<file path="src/rtl/ucdp_pkg.sv">
package ucdp_pkg;
  localparam int NREG = 8;
  localparam int RIDX = $clog2(NREG);

  localparam logic [3:0] SRC_DIN   = 4'h8;
  localparam logic [3:0] SRC_CONST = 4'h9;
  localparam logic [3:0] DST_ACC   = 4'h8;

  typedef enum logic [3:0] {
    ALU_ACC, ALU_S, ALU_ADD, ALU_SUB, ALU_RSUB, ALU_AND, ALU_OR,
    ALU_NOTS, ALU_INC, ALU_DECS, ALU_ZERO, ALU_ONE
  } alu_op_e;

  typedef enum logic [2:0] {
    SH_SHL, SH_SHR, SH_ROL, SH_ROR, SH_ASL, SH_ASR, SH_RSV, SH_PASS
  } sh_op_e;

  typedef struct packed {
    logic [3:0] src;
    alu_op_e    alu;
    sh_op_e     sh;
    logic [3:0] dst;
  } cmd_t;
endpackage

</file>
<file path="src/rtl/ucdp_srcsel.sv">
module ucdp_srcsel
  import ucdp_pkg::*;
#(
  parameter int DW = 16,
  parameter int AW = 12
) (
  input  logic [3:0]                 sel,
  input  logic [NREG-1:0][DW-1:0]    rf,
  input  logic [DW-1:0]              din,
  input  logic [AW-1:0]              cst,
  output logic [DW-1:0]              sbus
);
  always_comb begin
    if (!sel[3])            sbus = rf[sel[RIDX-1:0]];
    else if (sel == SRC_DIN)   sbus = din;
    else if (sel == SRC_CONST) sbus = {{(DW-AW){1'b0}}, cst};
    else                    sbus = '0;
  end
endmodule

</file>
<file path="src/rtl/ucdp_alu.sv">
module ucdp_alu
  import ucdp_pkg::*;
#(
  parameter int DW = 16
) (
  input  alu_op_e        op,
  input  logic [DW-1:0]  acc,
  input  logic [DW-1:0]  s,
  output logic [DW-1:0]  y
);
  localparam logic [DW-1:0] ONE = DW'(1);

  always_comb begin
    unique case (op)
      ALU_ACC:  y = acc;
      ALU_S:    y = s;
      ALU_ADD:  y = acc + s;
      ALU_SUB:  y = acc - s;
      ALU_RSUB: y = s - acc;
      ALU_AND:  y = acc & s;
      ALU_OR:   y = acc | s;
      ALU_NOTS: y = ~s;
      ALU_INC:  y = acc + ONE;
      ALU_DECS: y = s - ONE;
      ALU_ONE:  y = ONE;
      default:  y = '0;
    endcase
  end
endmodule

</file>
<file path="src/rtl/ucdp_shifter.sv">
module ucdp_shifter
  import ucdp_pkg::*;
#(
  parameter int DW = 16
) (
  input  sh_op_e         op,
  input  logic [DW-1:0]  a,
  output logic [DW-1:0]  y,
  output logic           cf
);
  always_comb begin
    case (op)
      SH_SHL, SH_ASL: begin y = {a[DW-2:0], 1'b0};    cf = a[DW-1]; end
      SH_SHR:         begin y = {1'b0, a[DW-1:1]};    cf = a[0];    end
      SH_ASR:         begin y = {a[DW-1], a[DW-1:1]}; cf = a[0];    end
      SH_ROL:         begin y = {a[DW-2:0], a[DW-1]}; cf = a[DW-1]; end
      SH_ROR:         begin y = {a[0], a[DW-1:1]};    cf = a[0];    end
      default:        begin y = a;                    cf = 1'b0;    end
    endcase
  end
endmodule

</file>
<file path="src/rtl/ucdp_regfile.sv">
module ucdp_regfile
  import ucdp_pkg::*;
#(
  parameter int DW = 16
) (
  input  logic                    clk,
  input  logic                    rst_n,
  input  logic                    we,
  input  logic [RIDX-1:0]         widx,
  input  logic [DW-1:0]           wdata,
  output logic [NREG-1:0][DW-1:0] rf_o
);
  for (genvar i = 0; i < NREG; i++) begin : g_ent
    always_ff @(posedge clk or negedge rst_n) begin
      if (!rst_n)                          rf_o[i] <= '0;
      else if (we && widx == RIDX'(i))     rf_o[i] <= wdata;
    end
  end


  rf_write_lands_chk: assert property (@(posedge clk) disable iff (!rst_n)
    we |=> rf_o[$past(widx)] == $past(wdata));

  rf_hold_chk: assert property (@(posedge clk) disable iff (!rst_n)
    !we |=> $stable(rf_o));
endmodule

</file>
<file path="src/rtl/ucdp_core.sv">
module ucdp_core
  import ucdp_pkg::*;
#(
  parameter int DW = 16,
  parameter int AW = 12
) (
  input  logic           clk,
  input  logic           rst_n,
  input  logic [14:0]    cmd_i,
  input  logic [AW-1:0]  const_i,
  input  logic [DW-1:0]  din_i,
  output logic [DW-1:0]  result_o,
  output logic [DW-1:0]  acc_o,
  output logic           cf_o,
  output logic           zf_o
);
  cmd_t                    cmd;
  logic [NREG-1:0][DW-1:0] rf;
  logic [DW-1:0]           sbus, alu_y, acc_q;
  logic                    rf_we, acc_we;

  assign cmd    = cmd_t'(cmd_i);
  assign rf_we  = !cmd.dst[3];
  assign acc_we = (cmd.dst == DST_ACC);

  ucdp_srcsel #(.DW(DW), .AW(AW)) u_src (
    .sel(cmd.src), .rf(rf), .din(din_i), .cst(const_i), .sbus(sbus));

  ucdp_alu #(.DW(DW)) u_alu (
    .op(cmd.alu), .acc(acc_q), .s(sbus), .y(alu_y));

  ucdp_shifter #(.DW(DW)) u_sh (
    .op(cmd.sh), .a(alu_y), .y(result_o), .cf(cf_o));

  ucdp_regfile #(.DW(DW)) u_rf (
    .clk(clk), .rst_n(rst_n), .we(rf_we), .widx(cmd.dst[RIDX-1:0]),
    .wdata(result_o), .rf_o(rf));

  always_ff @(posedge clk or negedge rst_n) begin
    if (!rst_n)      acc_q <= '0;
    else if (acc_we) acc_q <= result_o;
  end

  assign acc_o = acc_q;
  assign zf_o  = (result_o == '0);


  const_zero_ext_chk: assert property (@(posedge clk) disable iff (!rst_n)
    (cmd.src == SRC_CONST) |-> (sbus[DW-1:AW] == '0));

  acc_load_chk: assert property (@(posedge clk) disable iff (!rst_n)
    acc_we |=> acc_o == $past(result_o));

  acc_hold_chk: assert property (@(posedge clk) disable iff (!rst_n)
    !acc_we |=> $stable(acc_o));

  pass_mode_chk: assert property (@(posedge clk) disable iff (!rst_n)
    (cmd.sh == SH_PASS || cmd.sh == SH_RSV) |-> (result_o == alu_y && !cf_o));

  rol_carry_chk: assert property (@(posedge clk) disable iff (!rst_n)
    (cmd.sh == SH_ROL) |-> (cf_o == alu_y[DW-1]));
endmodule

</file>
<file path="config.mk">
export PLATFORM = sky130hd
export DESIGN_NAME = ucdp_core
export DESIGN_NICKNAME = d
export VERILOG_FILES = /design/src/rtl/ucdp_pkg.sv /design/src/rtl/ucdp_srcsel.sv /design/src/rtl/ucdp_alu.sv /design/src/rtl/ucdp_shifter.sv /design/src/rtl/ucdp_regfile.sv /design/src/rtl/ucdp_core.sv
export SDC_FILE = /design/constraint.sdc
export NUM_CORES = 1
export LEC_CHECK = 0
export CAP_MARGIN = 20
export CORE_AREA = 2 2 143 145
export CTS_CLUSTER_DIAMETER = 40
export DETAILED_ROUTE_END_ITERATION = 16
export DIE_AREA = 0 0 145 147
export GPL_TIMING_DRIVEN = 1
export HOLD_SLACK_MARGIN = 0.15
export PLACE_DENSITY = 0.83
export RECOVER_POWER = 50
export SETUP_SLACK_MARGIN = 0.15
export SLEW_MARGIN = 5
export SYNTH_ARGS = -nofsm -noshare
export SYNTH_HDL_FRONTEND = slang
export SYNTH_HIERARCHICAL = 1
export SYNTH_SLANG_ARGS = --single-unit
export TNS_END_PERCENT = 10
</file>
<file path="constraint.sdc">
create_clock -name clk -period 7.3 [get_ports clk]
set_input_delay 1.46 -clock clk [delete_from_list [all_inputs] [get_ports clk]]
set_output_delay 1.46 -clock clk [all_outputs]
set_load 0.01 [all_outputs]
</file>
==> summary.md <==
| Metric | Value |
|---|---|
| Design area | `13,800 µm²` |
| H-tree depth | `4` |
| Fin crit share | `109%` |
| Type of origin of the critical path | `input port` |
| Number of antenna diodes | `0` |
| Fin util | `69.6%` |
| Max Slew Vio Count | `147` |
| Nets@finish | `1,301` |
| Leak pwr | `0.00637 µW` |
| Layout area overhead | `31.0%` |
| Reg2reg end | `u_rf/rf_o[14]` |
| RSZ-0062 raised after global routing | `yes` |
| Die Height | `147 µm` |
| FF+latch count, synth | `144` |
| FF-to-FF Start | `u_rf/rf_o[19]` |
| Core footprint | `19,800 µm²` |
| Pwr dens | `424 nW/µm²` |
| Synth warn | `6` |
| Final WL | `34.4 mm` |
| Crit path time final | `7980 ps` |
| GRT Residual Overflow | `0` |
| Worst Hold Launch | `u_rf/rf_o[108]` |
| Max FO, Critical Path | `8` |
| Port bufs | `78` |
| Total clock sinks | `144` |
| Setup Crit Path Kind | `in -> out` |
| Worst EP required | `5840 ps` |
| Layout cells sized above 1 | `42.8%` |
| FMAX | `125 MHz` |
| Crit-path slowest cell | `or4_1` |
| Clock buffer depth | `2` |
| FF-to-FF setup slack | `1850 ps` |
| Synth unique cells | `80` |
| Area of the multi-input gates | `6980 µm²` |
| Iteration-0 DRC Markers | `786` |
| Commonest non-fill, non-tap cell in the layout | `buf_4` |
| Worst Clk Skew | `13.4 ps` |
| Total global-route track usage | `30.8%` |
| Routed Antenna Nets | `0` |
| Reg clk slew, reported paths | `60 ps` |
| Worst Setup EP | `zf_o` |
| Status | `finished, violations left` |
| Clock root buffer | `clkbuf_16` |
| First-pass GRT wire length | `51.9 mm` |
| Io pins | `79` |
| Vias per cell | `6.32` |
| Final worst slack | `-676 ps` |
| DP Wirelength | `21.4 mm` |
| Num CTS Buffers | `17` |
| Sequential Area | `3600 µm²` |
| Core Rows | `52` |
| Crit path top cell by count | `buf_12` |
| Asr flop ratio synth | `100%` |
| Worst path max stage delay | `460 ps` |
| Fillers | `1,322` |
| Relative slew slack | `-145%` |
| Worst-margin pin slew | `3680 ps` |
| Capturing element type of the critical path | `primary output` |
| Peak VDD IR | `0.252 mV` |
| CTS tree | `built` |
| Post-synth EDFFs | `0` |
| Effective utilization at floorplan | `53.1%` |
| Mean Syn Cell Area | `10.6 µm²` |
| DRT Pass-1 Iters | `6` |
| WL per Instance | `22.9 µm` |
| Fin Setup TNS | `-3690 ps` |
| Die ar. | `21,300 µm²` |
| Hold crit path type | `reg -> reg` |
| Vias in the first global route | `9,539` |
| Cell Count, Final, Fillers Out | `1,505` |
| Register-to-Register Path Depth | `25` |
| Total number of vias | `9,514` |
| Worst setup startpoint | `cmd_i[11]` |
| CP Data Arrival Time | `6520 ps` |
| Synthesized area | `10,500 µm²` |
| Placed Instances | `1,438` |
| Final GP Congestion | `0.891` |
| Antenna violations before repair | `0` |
| Syn Nets | `1,077` |
| DR DRC count | `0` |
| Synth Instances | `998` |
| Setup-failing EPs final | `11` |
| Commonest cells after routing, fill and taps aside | `buf_4, mux2_2, dfrtp_1` |
| Register area share after synthesis | `34.2%` |
| Max Cap Viol | `2` |
| Post-synth top flop | `dfrtp_1` |
| Post-Place Cell Area | `12,600 µm²` |
| Final Hold Viols | `0` |
| Worst skew pair latency | `420 ps` |
| Largest net degree at the start of global routing | `77` |
| Die Width | `145 µm` |
| Failing checks | `max-capacitance violations, max-slew violations, negative setup slack` |
per-stage QoR:
step / hold WS, ps / setup slack [ps] / power, µW
after detailed placement: 487 / -1260 / 4570
after global placement: 481 / -1130 / 4460
after global routing: 507 / -841 / 6180
after floorplan: 472 / -87.6 / 3330
final: 499 / -676 / 5860
after CTS: 501 / -568 / 5510
cells in the mapped netlist (all sizes together) (25+ instances only):
cell type | n | area, µm²
a21oi | 47 | 239
buf | 47 | 400
dfrtp | 144 | 3600
ha | 32 | 400
mux2 | 212 | 2460
nand2 | 70 | 265
nand2b | 26 | 163
nor2 | 52 | 200
nor3 | 26 | 140
o21ai | 45 | 225
o22ai | 28 | 175
xnor2 | 25 | 219
layer usage:
layer	GRT usage, %	vias to the layer above	routed length (µm)
met5	0	-	0
met4	13.2	0	1660
met2	53.7	545	16900
met3	4.81	151	2590
met1	38.2	4646	13200
li1	-	4172	-
layout make-up:
| cell class | instances | area share [%] |
|---|---|---|
| Multi-Input combinational cell | 777 | 50.5 |
| Inverter | 11 | 0.299 |
| Sequential cell | 144 | 26.1 |
| Timing Repair Buffer | 271 | 16.7 |
| Clock inverter | 12 | 0.616 |
| Clock buffer | 20 | 3.31 |
| Tap cell | 270 | 2.44 |
worst min path at each step:
stage / endpoint / cells past startpoint
global placement: u_rf/rf_o[85] / 1
finish: u_rf/rf_o[108] / 1
CTS: u_rf/rf_o[108] / 1
floorplan: u_rf/rf_o[99] / 1
detailed placement: u_rf/rf_o[108] / 1
global route: u_rf/rf_o[108] / 1
critical path: cells and delay by family:
family / cells / cell delay [ps]
adders and majority gates: 1 / 310
and+or+nand+nor: 9 / 1920
AOI/OAI and AO/OA: 7 / 1420
muxes: 2 / 430
xor gates and xnor gates: 1 / 100
buffers and inverters: 6 / 850
cell families (layout without fill, tap and decap cells):
logic type / after synthesis / in the layout / share of synthesized area [%]
AOI/OAI and AO/OA: 223 / 223 / 14.5
xor gates and xnor gates: 49 / 49 / 4.14
adders and majority gates: 34 / 34 / 4.18
buffers and inverters: 77 / 314 / 4.88
DFF: 144 / 144 / 34.2
muxes: 232 / 232 / 25.7
and+or+nand+nor: 239 / 239 / 12.5
where the power goes:
part	leakage (µW)	total [µW]	internal [µW]	switching, µW
Sequential	0.00188	1450	1150	300
Clock	0.000259	812	454	358
Combinational	0.00422	3600	1850	1740
registers in the layout, summed over array words and instances, names as in the netlist:
name	cells
u_rf/rf_o	128
acc_o	16
timing repair:
item | 4_1_cts | 5_1_grt
setup buffers | 12 | 21
hold buffers | 0 | 0
hold endpoints to repair | 0 | 0
gates cloned | 1 | 0
gates resized for setup | 59 | 65
endpoints found under the setup margin | 18 | 16
pin swaps | 25 | 41
(Power assumes the default switching activity.)
